<file path="src/rtl/gpio_wm_pkg.sv">
package gpio_wm_pkg;
  // Logical register indices (bus address bits 6:3)
  localparam int IDX_DOUT  = 0;
  localparam int IDX_DIR   = 1;
  localparam int IDX_IEN   = 2;
  localparam int IDX_IMSK  = 3;
  localparam int IDX_ITYP  = 4;
  localparam int IDX_IPOL  = 5;
  localparam int IDX_IBOTH = 6;
  localparam int IDX_DBEN  = 7;
  localparam int IDX_DBDEN = 8;
  localparam int NUM_CFG   = 9;   // masked registers occupy indices 0..NUM_CFG-1
  localparam int IDX_DIV   = 9;
  localparam int IDX_STAT  = 10;
  localparam int IDX_RAW   = 11;
  localparam int IDX_EOI   = 12;
  localparam int IDX_PINS  = 14;
  localparam int IDX_VER   = 15;

  localparam logic [31:0] VERSION_WORD = 32'h0100_0C2B;
endpackage

</file>
<file path="src/rtl/gpio_wm_rst_sync.sv">
module gpio_wm_rst_sync #(
  parameter int STAGES = 2
) (
  input  logic clk,
  input  logic arst_n,
  output logic rst_n_o
);
  logic [STAGES-1:0] sync_q;

  always_ff @(posedge clk or negedge arst_n) begin
    if (!arst_n) sync_q <= '0;
    else         sync_q <= {sync_q[STAGES-2:0], 1'b1};
  end

  assign rst_n_o = sync_q[STAGES-1];
endmodule

</file>
<file path="src/rtl/gpio_wm_masked_reg.sv">
module gpio_wm_masked_reg #(
  parameter int HALF_W = 16,
  localparam int FULL_W = 2 * HALF_W
) (
  input  logic              clk,
  input  logic              rst_n,
  input  logic              wr_lo,
  input  logic              wr_hi,
  input  logic [FULL_W-1:0] wdata,
  output logic [FULL_W-1:0] q
);
  logic [HALF_W-1:0] dat, ena;
  logic [FULL_W-1:0] q_d;
  logic              upd;

  assign dat = wdata[HALF_W-1:0];
  assign ena = wdata[FULL_W-1:HALF_W];
  assign upd = wr_lo | wr_hi;

  always_comb begin
    q_d = q;
    if (wr_lo) q_d[HALF_W-1:0]      = (q[HALF_W-1:0] & ~ena) | (dat & ena);
    if (wr_hi) q_d[FULL_W-1:HALF_W] = (q[FULL_W-1:HALF_W] & ~ena) | (dat & ena);
  end

  always_ff @(posedge clk or negedge rst_n) begin
    if (!rst_n)   q <= '0;
    else if (upd) q <= q_d;
  end

  // unenabled bits of the low half keep their value
  assert_lo_mask_R2: assert property (@(posedge clk) disable iff (!rst_n)
    wr_lo |=> (((q[HALF_W-1:0] ^ $past(q[HALF_W-1:0])) & ~$past(ena)) == '0));
  // unenabled bits of the high half keep their value
  assert_hi_mask_R2: assert property (@(posedge clk) disable iff (!rst_n)
    wr_hi |=> (((q[FULL_W-1:HALF_W] ^ $past(q[FULL_W-1:HALF_W])) & ~$past(ena)) == '0));
  // no write, no change
  assert_hold_R2: assert property (@(posedge clk) disable iff (!rst_n)
    !(wr_lo || wr_hi) |=> $stable(q));
endmodule

</file>
<file path="src/rtl/gpio_wm_rd_mux.sv">
module gpio_wm_rd_mux
  import gpio_wm_pkg::*;
#(
  parameter int PIN_W = 32,
  parameter int DIV_W = 24,
  parameter int IDX_W = 4,
  localparam int HALF_W = PIN_W / 2
) (
  input  logic [IDX_W-1:0]              sel,
  input  logic                          hi,
  input  logic [NUM_CFG-1:0][PIN_W-1:0] cfg,
  input  logic [DIV_W-1:0]              div,
  input  logic [PIN_W-1:0]              stat,
  input  logic [PIN_W-1:0]              raw,
  input  logic [PIN_W-1:0]              pins,
  output logic [PIN_W-1:0]              word
);
  logic [PIN_W-1:0] logical;
  logic             is_div;

  always_comb begin
    logical = '0;
    is_div  = 1'b0;
    for (int i = 0; i < NUM_CFG; i++) begin
      if (sel == IDX_W'(i)) logical = cfg[i];
    end
    if (sel == IDX_W'(IDX_STAT)) logical = stat;
    if (sel == IDX_W'(IDX_RAW))  logical = raw;
    if (sel == IDX_W'(IDX_PINS)) logical = pins;
    if (sel == IDX_W'(IDX_VER))  logical = PIN_W'(VERSION_WORD);
    if (sel == IDX_W'(IDX_DIV))  is_div  = 1'b1;
  end

  always_comb begin
    if (is_div)  word = hi ? '0 : PIN_W'(div);
    else if (hi) word = {{HALF_W{1'b0}}, logical[PIN_W-1:HALF_W]};
    else         word = {{HALF_W{1'b0}}, logical[HALF_W-1:0]};
  end
endmodule

</file>
<file path="src/rtl/gpio_wm_regs.sv">
module gpio_wm_regs
  import gpio_wm_pkg::*;
#(
  parameter int PIN_W  = 32,
  parameter int ADDR_W = 7,
  parameter int DIV_W  = 24
) (
  input  logic              clk,
  input  logic              rst_n,
  input  logic              bus_wr,
  input  logic              bus_rd,
  input  logic [ADDR_W-1:0] bus_addr,
  input  logic [PIN_W-1:0]  bus_wdata,
  output logic [PIN_W-1:0]  bus_rdata,
  input  logic [PIN_W-1:0]  irq_status_in,
  input  logic [PIN_W-1:0]  irq_raw_in,
  input  logic [PIN_W-1:0]  pin_in,
  output logic [PIN_W-1:0]  out_val,
  output logic [PIN_W-1:0]  out_dir,
  output logic [PIN_W-1:0]  irq_en,
  output logic [PIN_W-1:0]  irq_mask,
  output logic [PIN_W-1:0]  irq_type,
  output logic [PIN_W-1:0]  irq_pol,
  output logic [PIN_W-1:0]  irq_both,
  output logic [PIN_W-1:0]  dbc_en,
  output logic [PIN_W-1:0]  dbc_div_en,
  output logic [DIV_W-1:0]  dbc_div,
  output logic [PIN_W-1:0]  eoi_pulse
);
  localparam int HALF_W = PIN_W / 2;
  localparam int IDX_W  = ADDR_W - 3;

  logic                          srst_n;
  logic [IDX_W-1:0]              sel;
  logic                          hi;
  logic [NUM_CFG-1:0][PIN_W-1:0] cfg_q;
  logic [DIV_W-1:0]              div_d, div_q;
  logic                          div_we;
  logic [PIN_W-1:0]              eoi_d, eoi_q;
  logic [HALF_W-1:0]             eoi_bits;
  logic [PIN_W-1:0]              rd_word, rdata_d, rdata_q;

  gpio_wm_rst_sync #(.STAGES(2)) u_rst (
    .clk     (clk),
    .arst_n  (rst_n),
    .rst_n_o (srst_n)
  );

  assign sel = bus_addr[ADDR_W-1:3];
  assign hi  = bus_addr[2];

  for (genvar g = 0; g < NUM_CFG; g++) begin : g_cfg
    logic hit;
    assign hit = bus_wr && (sel == IDX_W'(g));
    gpio_wm_masked_reg #(.HALF_W(HALF_W)) u_reg (
      .clk   (clk),
      .rst_n (srst_n),
      .wr_lo (hit && !hi),
      .wr_hi (hit && hi),
      .wdata (bus_wdata),
      .q     (cfg_q[g])
    );
  end

  assign out_val    = cfg_q[IDX_DOUT];
  assign out_dir    = cfg_q[IDX_DIR];
  assign irq_en     = cfg_q[IDX_IEN];
  assign irq_mask   = cfg_q[IDX_IMSK];
  assign irq_type   = cfg_q[IDX_ITYP];
  assign irq_pol    = cfg_q[IDX_IPOL];
  assign irq_both   = cfg_q[IDX_IBOTH];
  assign dbc_en     = cfg_q[IDX_DBEN];
  assign dbc_div_en = cfg_q[IDX_DBDEN];

  // Divider: plain, unmasked, low word only
  assign div_we = bus_wr && (sel == IDX_W'(IDX_DIV)) && !hi;
  assign div_d  = bus_wdata[DIV_W-1:0];

  always_ff @(posedge clk or negedge srst_n) begin
    if (!srst_n)     div_q <= '0;
    else if (div_we) div_q <= div_d;
  end
  assign dbc_div = div_q;

  // End-of-interrupt acknowledge
  assign eoi_bits = bus_wdata[HALF_W-1:0] & bus_wdata[PIN_W-1:HALF_W];

  always_comb begin
    eoi_d = '0;
    if (bus_wr && (sel == IDX_W'(IDX_EOI))) begin
      if (hi) eoi_d[PIN_W-1:HALF_W] = eoi_bits;
      else    eoi_d[HALF_W-1:0]     = eoi_bits;
    end
  end

  always_ff @(posedge clk or negedge srst_n) begin
    if (!srst_n) eoi_q <= '0;
    else         eoi_q <= eoi_d;
  end
  assign eoi_pulse = eoi_q;

  // Read path
  gpio_wm_rd_mux #(.PIN_W(PIN_W), .DIV_W(DIV_W), .IDX_W(IDX_W)) u_rd (
    .sel  (sel),
    .hi   (hi),
    .cfg  (cfg_q),
    .div  (div_q),
    .stat (irq_status_in),
    .raw  (irq_raw_in),
    .pins (pin_in),
    .word (rd_word)
  );

  assign rdata_d = bus_rd ? rd_word : rdata_q;

  always_ff @(posedge clk or negedge srst_n) begin
    if (!srst_n) rdata_q <= '0;
    else         rdata_q <= rdata_d;
  end
  assign bus_rdata = rdata_q;

  // version low word
  assert_ver_lo_R6: assert property (@(posedge clk) disable iff (!srst_n)
    (bus_rd && sel == IDX_W'(IDX_VER) && !hi) |=> (bus_rdata == 32'h0000_0C2B));
  // masked and live registers return zero in the upper half
  assert_upper_zero_R4: assert property (@(posedge clk) disable iff (!srst_n)
    (bus_rd && sel != IDX_W'(IDX_DIV)) |=> (bus_rdata[PIN_W-1:HALF_W] == '0));
  // status reads reflect the live input
  assert_stat_live_R7: assert property (@(posedge clk) disable iff (!srst_n)
    (bus_rd && sel == IDX_W'(IDX_STAT) && !hi) |=>
      (bus_rdata == {{HALF_W{1'b0}}, $past(irq_status_in[HALF_W-1:0])}));
  // acknowledge pulse only follows a write to the end-of-interrupt word
  assert_eoi_src_R8: assert property (@(posedge clk) disable iff (!srst_n)
    (eoi_pulse != '0) |-> $past(bus_wr && sel == IDX_W'(IDX_EOI)));
  // divider write loads the raw low bits
  assert_div_load_R5: assert property (@(posedge clk) disable iff (!srst_n)
    div_we |=> (dbc_div == $past(bus_wdata[DIV_W-1:0])));
endmodule

</file>
<file path="config.mk">
export PLATFORM = sky130hd
export DESIGN_NAME = gpio_wm_regs
export DESIGN_NICKNAME = d
export VERILOG_FILES = /design/src/rtl/gpio_wm_pkg.sv /design/src/rtl/gpio_wm_rst_sync.sv /design/src/rtl/gpio_wm_masked_reg.sv /design/src/rtl/gpio_wm_rd_mux.sv /design/src/rtl/gpio_wm_regs.sv
export SDC_FILE = /design/constraint.sdc
export NUM_CORES = 1
export LEC_CHECK = 0
export BUFFER_PORTS_ARGS = -buffer_cell sky130_fd_sc_hd__buf_2
export CAP_MARGIN = 10
export CELL_PAD_IN_SITES_DETAIL_PLACEMENT = 0
export CELL_PAD_IN_SITES_GLOBAL_PLACEMENT = 1
export CORE_UTILIZATION = 41
export CTS_CLUSTER_DIAMETER = 120
export DETAILED_ROUTE_END_ITERATION = 10
export GPL_TIMING_DRIVEN = 0
export HOLD_SLACK_MARGIN = 0.12
export PLACE_DENSITY_LB_ADDON = 0.1
export SKIP_LAST_GASP = 1
export SYNTH_ARGS = -nofsm -noshare
export SYNTH_HDL_FRONTEND = slang
export SYNTH_SLANG_ARGS = --single-unit
export TNS_END_PERCENT = 20
</file>
<file path="constraint.sdc">
create_clock -name clk -period 12.4 [get_ports clk]
set_clock_uncertainty 0.1 [all_clocks]
set_input_delay 0 -clock clk [delete_from_list [all_inputs] [get_ports clk]]
set_output_delay 0 -clock clk [all_outputs]
set_load 0.005 [all_outputs]
</file>
# Word level (Yosys, flattened, before mapping)
# Cells that the tools add are included.
dict set report totals {
  output_inout_bits 376
  ff_bits 378
  wordCells 153
  in_bits 139
}
dict set report classes {
  n_mux 20
  bitwise_logic 47
  reduce_logical 50
  eq_ne 14
}
# cell n
set ops {}
lappend ops {{32-bit 2-to-1 mux} 15}
lappend ops {{16-bit AND} 19}
lappend ops {{16-bit OR} 18}
lappend ops {{16-bit 2-to-1 mux} 3}
lappend ops {{2-bit AND reduction} 18}
lappend ops {{1-bit logical AND} 30}
lappend ops {{4-bit == test, second input constant} 7}
lappend ops {{24-bit 2-to-1 mux} 1}
lappend ops {{4-bit by 3-bit == test with 1-bit output, second input constant} 4}
lappend ops {{16-bit NOT} 1}
lappend ops {{1-bit OR} 9}
lappend ops {{4-bit by 2-bit == test with 1-bit output, second input constant} 2}
lappend ops {{4-bit by 1-bit == test with 1-bit output, second input constant} 1}
lappend ops {{4-bit zero test} 1}
lappend ops {{1-bit zero test} 1}
lappend ops {{1-bit 2-to-1 mux} 1}

# Longest topological paths before layout
# Gate-level depths: netlist (run 1).
dict set report logic_depth {
  ltp_word 16
  ltp_mapped 11
  depth_no_buf 6
}

# By module
# A second synthesis (run 1) with hierarchy kept.
dict set report unflattened {
  cells_unflattened 1755
  area_unflattened_um2 20199.4
}
# mod seq_area_each_um2 instances area_each_um2 cells_each
set modules_own_cells {}
lappend modules_own_cells {gpio_wm_masked_reg 800.8 9 1381.3 100}
lappend modules_own_cells {gpio_wm_rd_mux 0.0 1 4381.7 614}
lappend modules_own_cells {gpio_wm_regs 2202.1 1 3331.9 238}
lappend modules_own_cells {gpio_wm_rst_sync 50.0 1 53.8 3}

# Worst setup path before layout (run 1)
# OpenSTA, ideal clock, no wires.
dict set report synth_timing {
  path_kind {reg-to-reg}
  start {register with a tool-made name}
  end {register rdata_q[5] (netlist: bus_rdata[5])}
  stages_incl_launch_ff 7
  setup_ps 139
  path_slack_ps 10622
  arrival_time_ps 1540
  n_path_buf 0
  cell_sequence {dfrtp_1 -> mux4_2 -> nor2_1 -> nor2_1 -> o21ai_0 -> a21oi_1 -> or4_1}
}
# item line
set synth_rtl {}
lappend synth_rtl {{to (signal assigned)} gpio_wm_regs.sv:118} ;# else rdata_q <= rdata_d;
lappend synth_rtl {{to (decl)} gpio_wm_regs.sv:41} ;# logic [PIN_W-1:0] rd_word, rdata_d, rdata_q;

# Final worst setup path (run 1)
dict set report layout_timing {
  start {input port bus_addr[4]}
  end {register rdata_q[14] (netlist: bus_rdata[14])}
}
dict set report layout_via {
  elab_chain_len 16
  word_cells_on_any_way 30
  classes_between {eq/ne (13); mux (16); reduce/logical (1)}
}
# item line
set layout_lines {}
lappend layout_lines {{from (decl)} gpio_wm_regs.sv:12} ;# input logic [ADDR_W-1:0] bus_addr,
lappend layout_lines {{4-bit zero test} gpio_wm_rd_mux.sv:25} ;# if (sel == IDX_W'(i)) logical = cfg[i];
lappend layout_lines {{32-bit 2-to-1 mux (9 in series)} gpio_wm_rd_mux.sv:25}
lappend layout_lines {{32-bit 2-to-1 mux} gpio_wm_rd_mux.sv:27} ;# if (sel == IDX_W'(IDX_STAT)) logical = stat;
lappend layout_lines {{32-bit 2-to-1 mux} gpio_wm_rd_mux.sv:28} ;# if (sel == IDX_W'(IDX_RAW)) logical = raw;
lappend layout_lines {{32-bit 2-to-1 mux} gpio_wm_rd_mux.sv:29} ;# if (sel == IDX_W'(IDX_PINS)) logical = pins;
lappend layout_lines {{32-bit 2-to-1 mux} gpio_wm_rd_mux.sv:30} ;# if (sel == IDX_W'(IDX_VER)) logical = PIN_W'(VERSION_WORD);
lappend layout_lines {{16-bit 2-to-1 mux} gpio_wm_rd_mux.sv:36} ;# else if (hi) word = {{HALF_W{1'b0}}, logical[PIN_W-1:HALF_W]};
lappend layout_lines {{32-bit 2-to-1 mux (*)} gpio_wm_rd_mux.sv:35} ;# if (is_div) word = hi ? '0 : PIN_W'(div);
# Mark *: on every way between the ends. The rest lies on a longest branch, timed or not.
# A chain may end at the register's enable or synchronous reset.

==> results of run 1 <==
-- worst max path at each step --
stage / from / endpoint / depth (start not counted)
after detailed placement: bus_addr[4] / bus_rdata[9]$_DFFE_PN0P_ / 9
after floorplan: u_rst.sync_q[1]$_DFF_PN0_ / asynchronous set/reset pin / 0
final: bus_addr[4] / bus_rdata[14]$_DFFE_PN0P_ / 12
after CTS: bus_addr[4] / bus_rdata[14]$_DFFE_PN0P_ / 12
after global routing: bus_addr[4] / bus_rdata[14]$_DFFE_PN0P_ / 12
after global placement: u_rst.sync_q[1]$_DFF_PN0_ / eoi_pulse[18]$_DFF_PN0_ / 0
-- layout make-up --
type	instances	area (um^2)	share of cell area
Clock inverter	6	70.07	0.002872
Sequential cell	370	9263	0.3797
Multi-Input combinational cell	1226	8718	0.3574
Antenna cell	2	5.005	0.0002051
Timing Repair Buffer	569	3431	0.1406
Tap cell	600	750.7	0.03077
Inverter	15	56.30	0.002308
Buffer	163	798.3	0.03272
Clock buffer	69	1305	0.05349
-- cells in the final DEF, fill, tap and decap left out, drive strengths merged, types with 5 or more instances in the layout --
cell type / synthesis / final
buf: 85 / 560
dfrtp: 370 / 370
nand2: 360 / 360
mux2: 328 / 328
clkbuf: 78 / 147
nor2: 122 / 122
dlygate4sd3: 0 / 94
o21ai: 73 / 73
a21oi: 69 / 69
o221ai: 23 / 23
mux4: 23 / 23
mux2i: 22 / 22
o22ai: 20 / 20
nand3: 16 / 16
nor2b: 14 / 14
a22oi: 14 / 14
inv: 13 / 14
a221oi: 11 / 11
nor3: 11 / 11
a2bb2oi: 9 / 9
conb: 2 / 9
a211oi: 7 / 7
a31oi: 6 / 6
o32a: 6 / 6
nand2b: 6 / 6
clkinv: 2 / 6
nor4: 5 / 5
o2111ai: 5 / 5
-- synthesized netlist by cell type, types with 11 or more instances --
master	count	area, um^2
nor2_2	14	87.58
nor2b_1	14	87.58
mux2_2	310	3491
nand2_1	359	1348
inv_1	11	41.29
mux2_1	17	191.4
buf_4	20	150.1
nand3_1	14	70.07
buf_2	50	250.2
o221ai_1	23	201.4
nor2_1	106	397.9
a21oi_1	69	345.3
mux4_2	23	518.0
a22oi_1	14	105.1
clkbuf_1	78	292.8
o22ai_1	20	125.1
dfrtp_1	370	9259
mux2i_1	22	220.2
o21ai_0	70	350.3
-- critical path: stages --
cell and delay (ns):
dlygate4sd3_1 0.58, buf_2 0.14, buf_4 0.23, buf_2 0.49, buf_2 0.54, buf_1 0.89, o221ai_1 0.23, a21oi_1 0.52
o221ai_1 0.17, dlygate4sd3_1 0.61, a21oi_1 0.14, dlygate4sd3_1 0.56
-- metal layers --
layer  vias to the layer above  routed length (um)  global-route usage
li1                       7454                   -                   -
met1                      9296               37510              0.5223
met2                      1201               43690              0.6241
met3                       321                9538              0.1008
met4                         0                6467              0.2326
met5                         -                   0                   0
-- where the power goes --
| group | leakage, nW | internal, W | switching (W) |
|---|---|---|---|
| Combinational | 6.25 | 0.000320 | 0.000373 |
| Sequential | 4.91 | 0.00136 | 0.000157 |
| Clock | 0.675 | 0.000739 | 0.000548 |
-- metrics by stage --
step	hold slack (ns)	instances	cell area, um^2	setup TNS [ns]	util
6_report	0.1416	3020	24400	0	0.5388
5_1_grt	0.1653	3019	24390	0	0.5387
4_1_cts	0.1290	3018	24390	0	0.5387
3_5_place_dp	-0.3148	2849	22080	0	0.4875
3_3_place_gp	-0.3156	2844	21930	-1322.09	0.4844
2_1_floorplan	-0.3956	1774	18830	0	-
-- repair_timing --
item                      CTS  global route
hold buffers               94             0
setup buffers               0             0
hold endpoints to repair  362             0
-- logic make-up (layout without fill, tap and decap cells) --
logic type             after synthesis  count (layout)
other                                2              11
AND/OR/NAND/NOR                    557             557
AO/OA/AOI/OAI                      287             287
multiplexers                       373             373
buffers and inverters              178             822
flip-flops                         370             370
==> out/qor.txt, run 1 <==
filler cell count in the final layout = 4241
CTS Sinks = 370
HPWL Detailed = 69.70 mm
Reg-to-Reg End = bus_rdata[5]$_DFFE_PN0P_
Compound-Gate Fraction of Synth Area = 0.1011
post-cts sizing count = 0
register area share after synthesis = 0.4923
chip width = 216.2 um
status = complete, no violations
Final WS setup = 7.702 ns
FMAX = 212.8 MHz
final-stage net count = 2527
Total GRT Usage = 0.4063
# Max-Cap Violations = 0
Avg Cell Area, Syn = 10.64 um^2
crit path launch type = primary input
LEAKAGE = 11.84 nW
register bit total from synthesis = 370
WL final = 97.21 mm
Worst Path Class, Setup = in -> reg
Chip Height = 216.2 um
ys flop type = dfrtp_1
CTS buffer count = 43
Reg2Reg Depth = 8
Setup WS pre-CTS = 8.981 ns
CTS tree = yes
Starting Density = 0.4153
htree depth = 2
Slew headroom = 0.04597
Worst Max-Slew Pin Slew = 1.431 ns
Hold Violations, Final = 0
Post-Synth XOR/XNOR Area = 0
vias per inst = 6.050
power density over the cells = 143.2 nW/um^2
# rows = 78
clock-pin slew reported for the worst setup and hold paths after clock tree synthesis = 0.07 ns
asr flop ratio synth = 1.000
Initial DRC Count = 2068
Post-Syn Instances = 1767
Area Overhead vs Synth = 29.73%
CP Max Fanout = 10
cell area after synthesis = 18810 um^2
I/O pin total = 515
Critical Path Sink Type = register
initial antenna violation count = 1
fin crit period = 4.698 ns
number of synthesized flops with an enable pin = 0
Yosys warnings = 0
Worst Path Required = 12.84 ns
vias in the first global route = 17.73k
drt drc = 0
first-pass GRT wire length = 133.2 mm
Die ar. = 46730 um^2
final setup fails = 0
post-DR wirelength/cell = 32.19 um
RePlAce Congestion = 0.9601
adder-cell share of the synthesized area = 0
synth unique cells = 70
main combinational cell family by area after synthesis = multiplexers
Initial DRT Pass Iterations = 8
Final Cycle Share = 0.3789
clk root buf = clkbuf_16
simple-gate share of the synthesized area = 0.1249
layout cells sized above 1 = 0.4036
Placeable Area = 45280 um^2
mux cell area share after synthesis = 0.2359
Max VDD drop = 0.08848 mV
Bufs on Longest Clock Path = 3
Clk Latency, worst-skew pair = 0.59 ns
RSZ-0062 raised after global routing = no
remaining antenna violation count = 0
max-slew violations = 0
Worst R2R Setup Slack = 9.23 ns
grt total ovfl = 0
routed vias = 18.27k
CP arrival = 5.13 ns
I/O Buffers = 470
Power, Total = 0.003493 W
Hold Crit Class = in -> async
largest net degree at the start of global routing = 70
(Power assumes the default switching activity.)
==> run 2: changes to the inputs <==
--- a/config.mk
+++ b/config.mk
@@ -9,7 +9,7 @@
 export CAP_MARGIN = 10
 export CELL_PAD_IN_SITES_DETAIL_PLACEMENT = 0
 export CELL_PAD_IN_SITES_GLOBAL_PLACEMENT = 1
-export CORE_UTILIZATION = 41
+export CORE_UTILIZATION = 37
 export CTS_CLUSTER_DIAMETER = 120
 export DETAILED_ROUTE_END_ITERATION = 10
 export GPL_TIMING_DRIVEN = 0
==> constraint.sdc (replaced) <==
create_clock -name clk -period 4 [get_ports clk]
set_clock_uncertainty 0.1 [all_clocks]
set_input_delay 0 -clock clk [delete_from_list [all_inputs] [get_ports clk]]
set_output_delay 0 -clock clk [all_outputs]
set_load 0.005 [all_outputs]
==> run 2 against run 1 <==
The run now ends with setup timing left. Sequential share of layout area fell by 0.23 points. Sequential power rose to 3.1 times the previous value. Total power grew to 3.1 times the previous value. Sequential cell count stayed put. Wire length is 5.6% higher. Critical path depth shrank 3. Core utilization fell by 5.0 points. Register-to-register slack worse by 8.5 ns.
==> out/qor.txt, run 2 (synthesized netlist as in run 1, its figures left out) <==
vias in the first global route = 17.86k (+0.70%)
Gate power share = 0.199 (about the same)
initial antenna violation count = 1 (unchanged)
Setup WS pre-CTS = 0.3240 ns (-8.657 ns)
CTS buffer count = 44 (+2.3%)
violated checks = setup timing
Critical Path Sink Type = register
CTS tree = yes
most frequent cells in the layout = 520 x buf_2, 369 x dfrtp_1, 359 x nand2_1
Final WS setup = -0.05816 ns (-7.760 ns)
filler cell count in the final layout = 4828 (+14%)
RePlAce Congestion = 0.9813 (+2.2%)
Worst Path Required = 4.44 ns (-8.40 ns)
final setup fails = 2 (+2)
vias per inst = 5.940 (-1.8%)
# rows = 82 (+5.1%)
final-stage net count = 2527 (unchanged)
Switching Power = 0.003401 W (+220%)
Initial DRT Pass Iterations = 5 (-3)
FF/Latch Area = 9263 um^2 (unchanged)
Chip Height = 227.4 um (+5.2%)
routed vias = 18.37k (+0.55%)
clock-pin slew reported for the worst setup and hold paths after clock tree synthesis = 0.06 ns (about the same)
FMAX = 246.4 MHz
Slew headroom = 0.1060 (+0.06001)
Starting Density = 0.3748 (-0.04045)
Final Instance Count excl. Fillers = 3093 (+2.4%)
clk root buf = clkbuf_16
Util after Layout = 0.4893 (-0.04951)
power density over the cells = 445.7 nW/um^2 (+210%)
remaining antenna violation count = 0 (unchanged)
I/O pin total = 515 (unchanged)
Area Overhead vs Synth = 30.53%
Setup TNS Final = -0.06026 ns (-0.06026 ns)
chip width = 227.4 um (+5.2%)
largest net degree at the start of global routing = 72 (+2.9%)
LEAKAGE = 11.86 nW (+0.23%)
post-DR wirelength/cell = 33.19 um (+3.1%)
Max VDD drop = 0.2757 mV (+210%)
drt drc = 0 (unchanged)
Worst Max-Slew Pin Slew = 1.336 ns (-0.09495 ns)
CP Max Fanout = 10 (unchanged)
CTS Sinks = 370 (unchanged)
cell-internal power = 0.007538 W (+210%)
RSZ-0062 raised after global routing = yes
Hold Crit Class = in -> async
I/O Buffers = 470 (unchanged)
htree depth = 2 (unchanged)
Die ar. = 51730 um^2 (+11%)
max-slew violations = 0 (unchanged)
commonest non-fill, non-tap cell in the layout = buf_2
status = finished with violations
Hold Violations, Final = 0 (unchanged)
Clk Latency, worst-skew pair = 0.60 ns (about the same)
first-pass GRT wire length = 139.4 mm (+4.7%)
Initial DRC Count = 1872 (-9.5%)
WL final = 102.6 mm (+5.6%)
Multi-input gate area = 8718 um^2 (unchanged)
Total GRT Usage = 0.3938 (-0.01253)
fin crit period = 4.058 ns
crit path launch type = primary input
Placed Cells = 2923 (+2.6%)
Final Cycle Share = 1.015
Bufs on Longest Clock Path = 3 (unchanged)
Hold WS = 0.1401 ns (-0.001483 ns)
Sw Share = 0.3109 (+0.002011)
HPWL Detailed = 73.89 mm (+6.0%)
layout cells sized above 1 = 0.4066 (+0.002972)
# Max-Cap Violations = 0 (unchanged)
CP arrival = 4.50 ns (-0.63 ns)
sequential fraction of design power = 0.430 (-0.003)
Placeable Area = 50170 um^2 (+11%)
number of setup buffers added after CTS = 0 (unchanged)
Worst Path Class, Setup = in -> reg
grt total ovfl = 0 (unchanged)
Clk pwr share = 0.371 (+0.003)
-- run 2: cell types whose count changed in the layout (fill, tap and decap cells not counted), sizes merged --
| cell | previous run | this run |
|---|---|---|
| diode | 2 | 1 |
| clkinv | 6 | 9 |
| buf | 560 | 561 |
| dlygate4sd3 | 94 | 92 |
| clkinvlp | 0 | 1 |
| bufinv | 1 | 0 |
| clkbuf | 147 | 148 |
| inv | 14 | 13 |
-- run 2: path summary, 6_finish.rpt --
| path | startpoint | cells after the start | to | slack (ns) |
|---|---|---|---|---|
| min | rst_n | 3 | u_rst.sync_q[1]$_DFF_PN0_ | 0.14 |
| max reg2reg | register | 8 | bus_rdata[12]$_DFFE_PN0P_ | 0.77 |
| min in group clk | bus_addr[5] | 6 | register | 0.16 |
| min reg2reg | u_rst.sync_q[0]$_DFF_PN0_ | 0 | u_rst.sync_q[1]$_DFF_PN0_ | 0.26 |
| max | bus_addr[6] | 9 | bus_rdata[12]$_DFFE_PN0P_ | -0.06 |
| max in group asynchronous | u_rst.sync_q[1]$_DFF_PN0_ | 2 | asynchronous set/reset pin | 2.28 |
-- run 2: what timing repair did --
| action | CTS | global route |
|---|---|---|
| gates resized for setup | 0 | 0 |
| endpoints found under the hold margin | 362 | 0 |
| setup endpoints to repair | 0 | 2 |
| hold buffers | 92 | 0 |
-- run 2: layer usage --
metal	vias to the layer above	share of wire	GRT usage	routed length, um
li1	7461	-	-	-
met1	9463	0.39	0.5016	40500
met2	1161	0.45	0.6056	46230
met3	287	0.092	0.1014	9428
met4	0	0.063	0.2267	6485
met5	-	0	0	0
-- run 2: cell type report --
class | count | share of cell area
clock buffers | 70 | 0.05587
diodes | 1 | 0.0001019
inverters | 15 | 0.002294
plain buffers | 162 | 0.03237
multi-input cells | 1226 | 0.3552
well taps | 672 | 0.03425
repair buffers | 569 | 0.1404
clock inverters | 8 | 0.002192
flip-flops and latches | 370 | 0.3774
-- run 2: power groups by stage --
| stage | clock network (W) | registers (W) | logic (W) |
|---|---|---|---|
| 6_report | 0.00406 | 0.00470 | 0.00218 |
| 5_1_grt | 0.00422 | 0.00473 | 0.00230 |
| 4_1_cts | 0.00408 | 0.00468 | 0.00216 |
| 3_5_place_dp | 0 | 0.00474 | 0.00206 |
| 3_3_place_gp | 0 | 0.00479 | 0.00195 |
| 2_1_floorplan | 0 | 0.00465 | 0.000878 |
-- run 2: metrics by stage --
stage | total power [W] | cell area (um^2)
2_1_floorplan | 0.005525 | 18840
3_3_place_gp | 0.006744 | 22030
3_5_place_dp | 0.006805 | 22200
4_1_cts | 0.01092 | 24550
5_1_grt | 0.01126 | 24550
6_report | 0.01094 | 24550
-- run 2: worst max-delay path, stage by stage --
cell and delay (ns):
dlygate4sd3_1 0.60, buf_2 0.19, clkinv_1 0.49, nor2_1 1.18
a222oi_1 0.39, or4_1 0.46, dlygate4sd3_1 0.57, nand3_1 0.06
dlygate4sd3_1 0.54
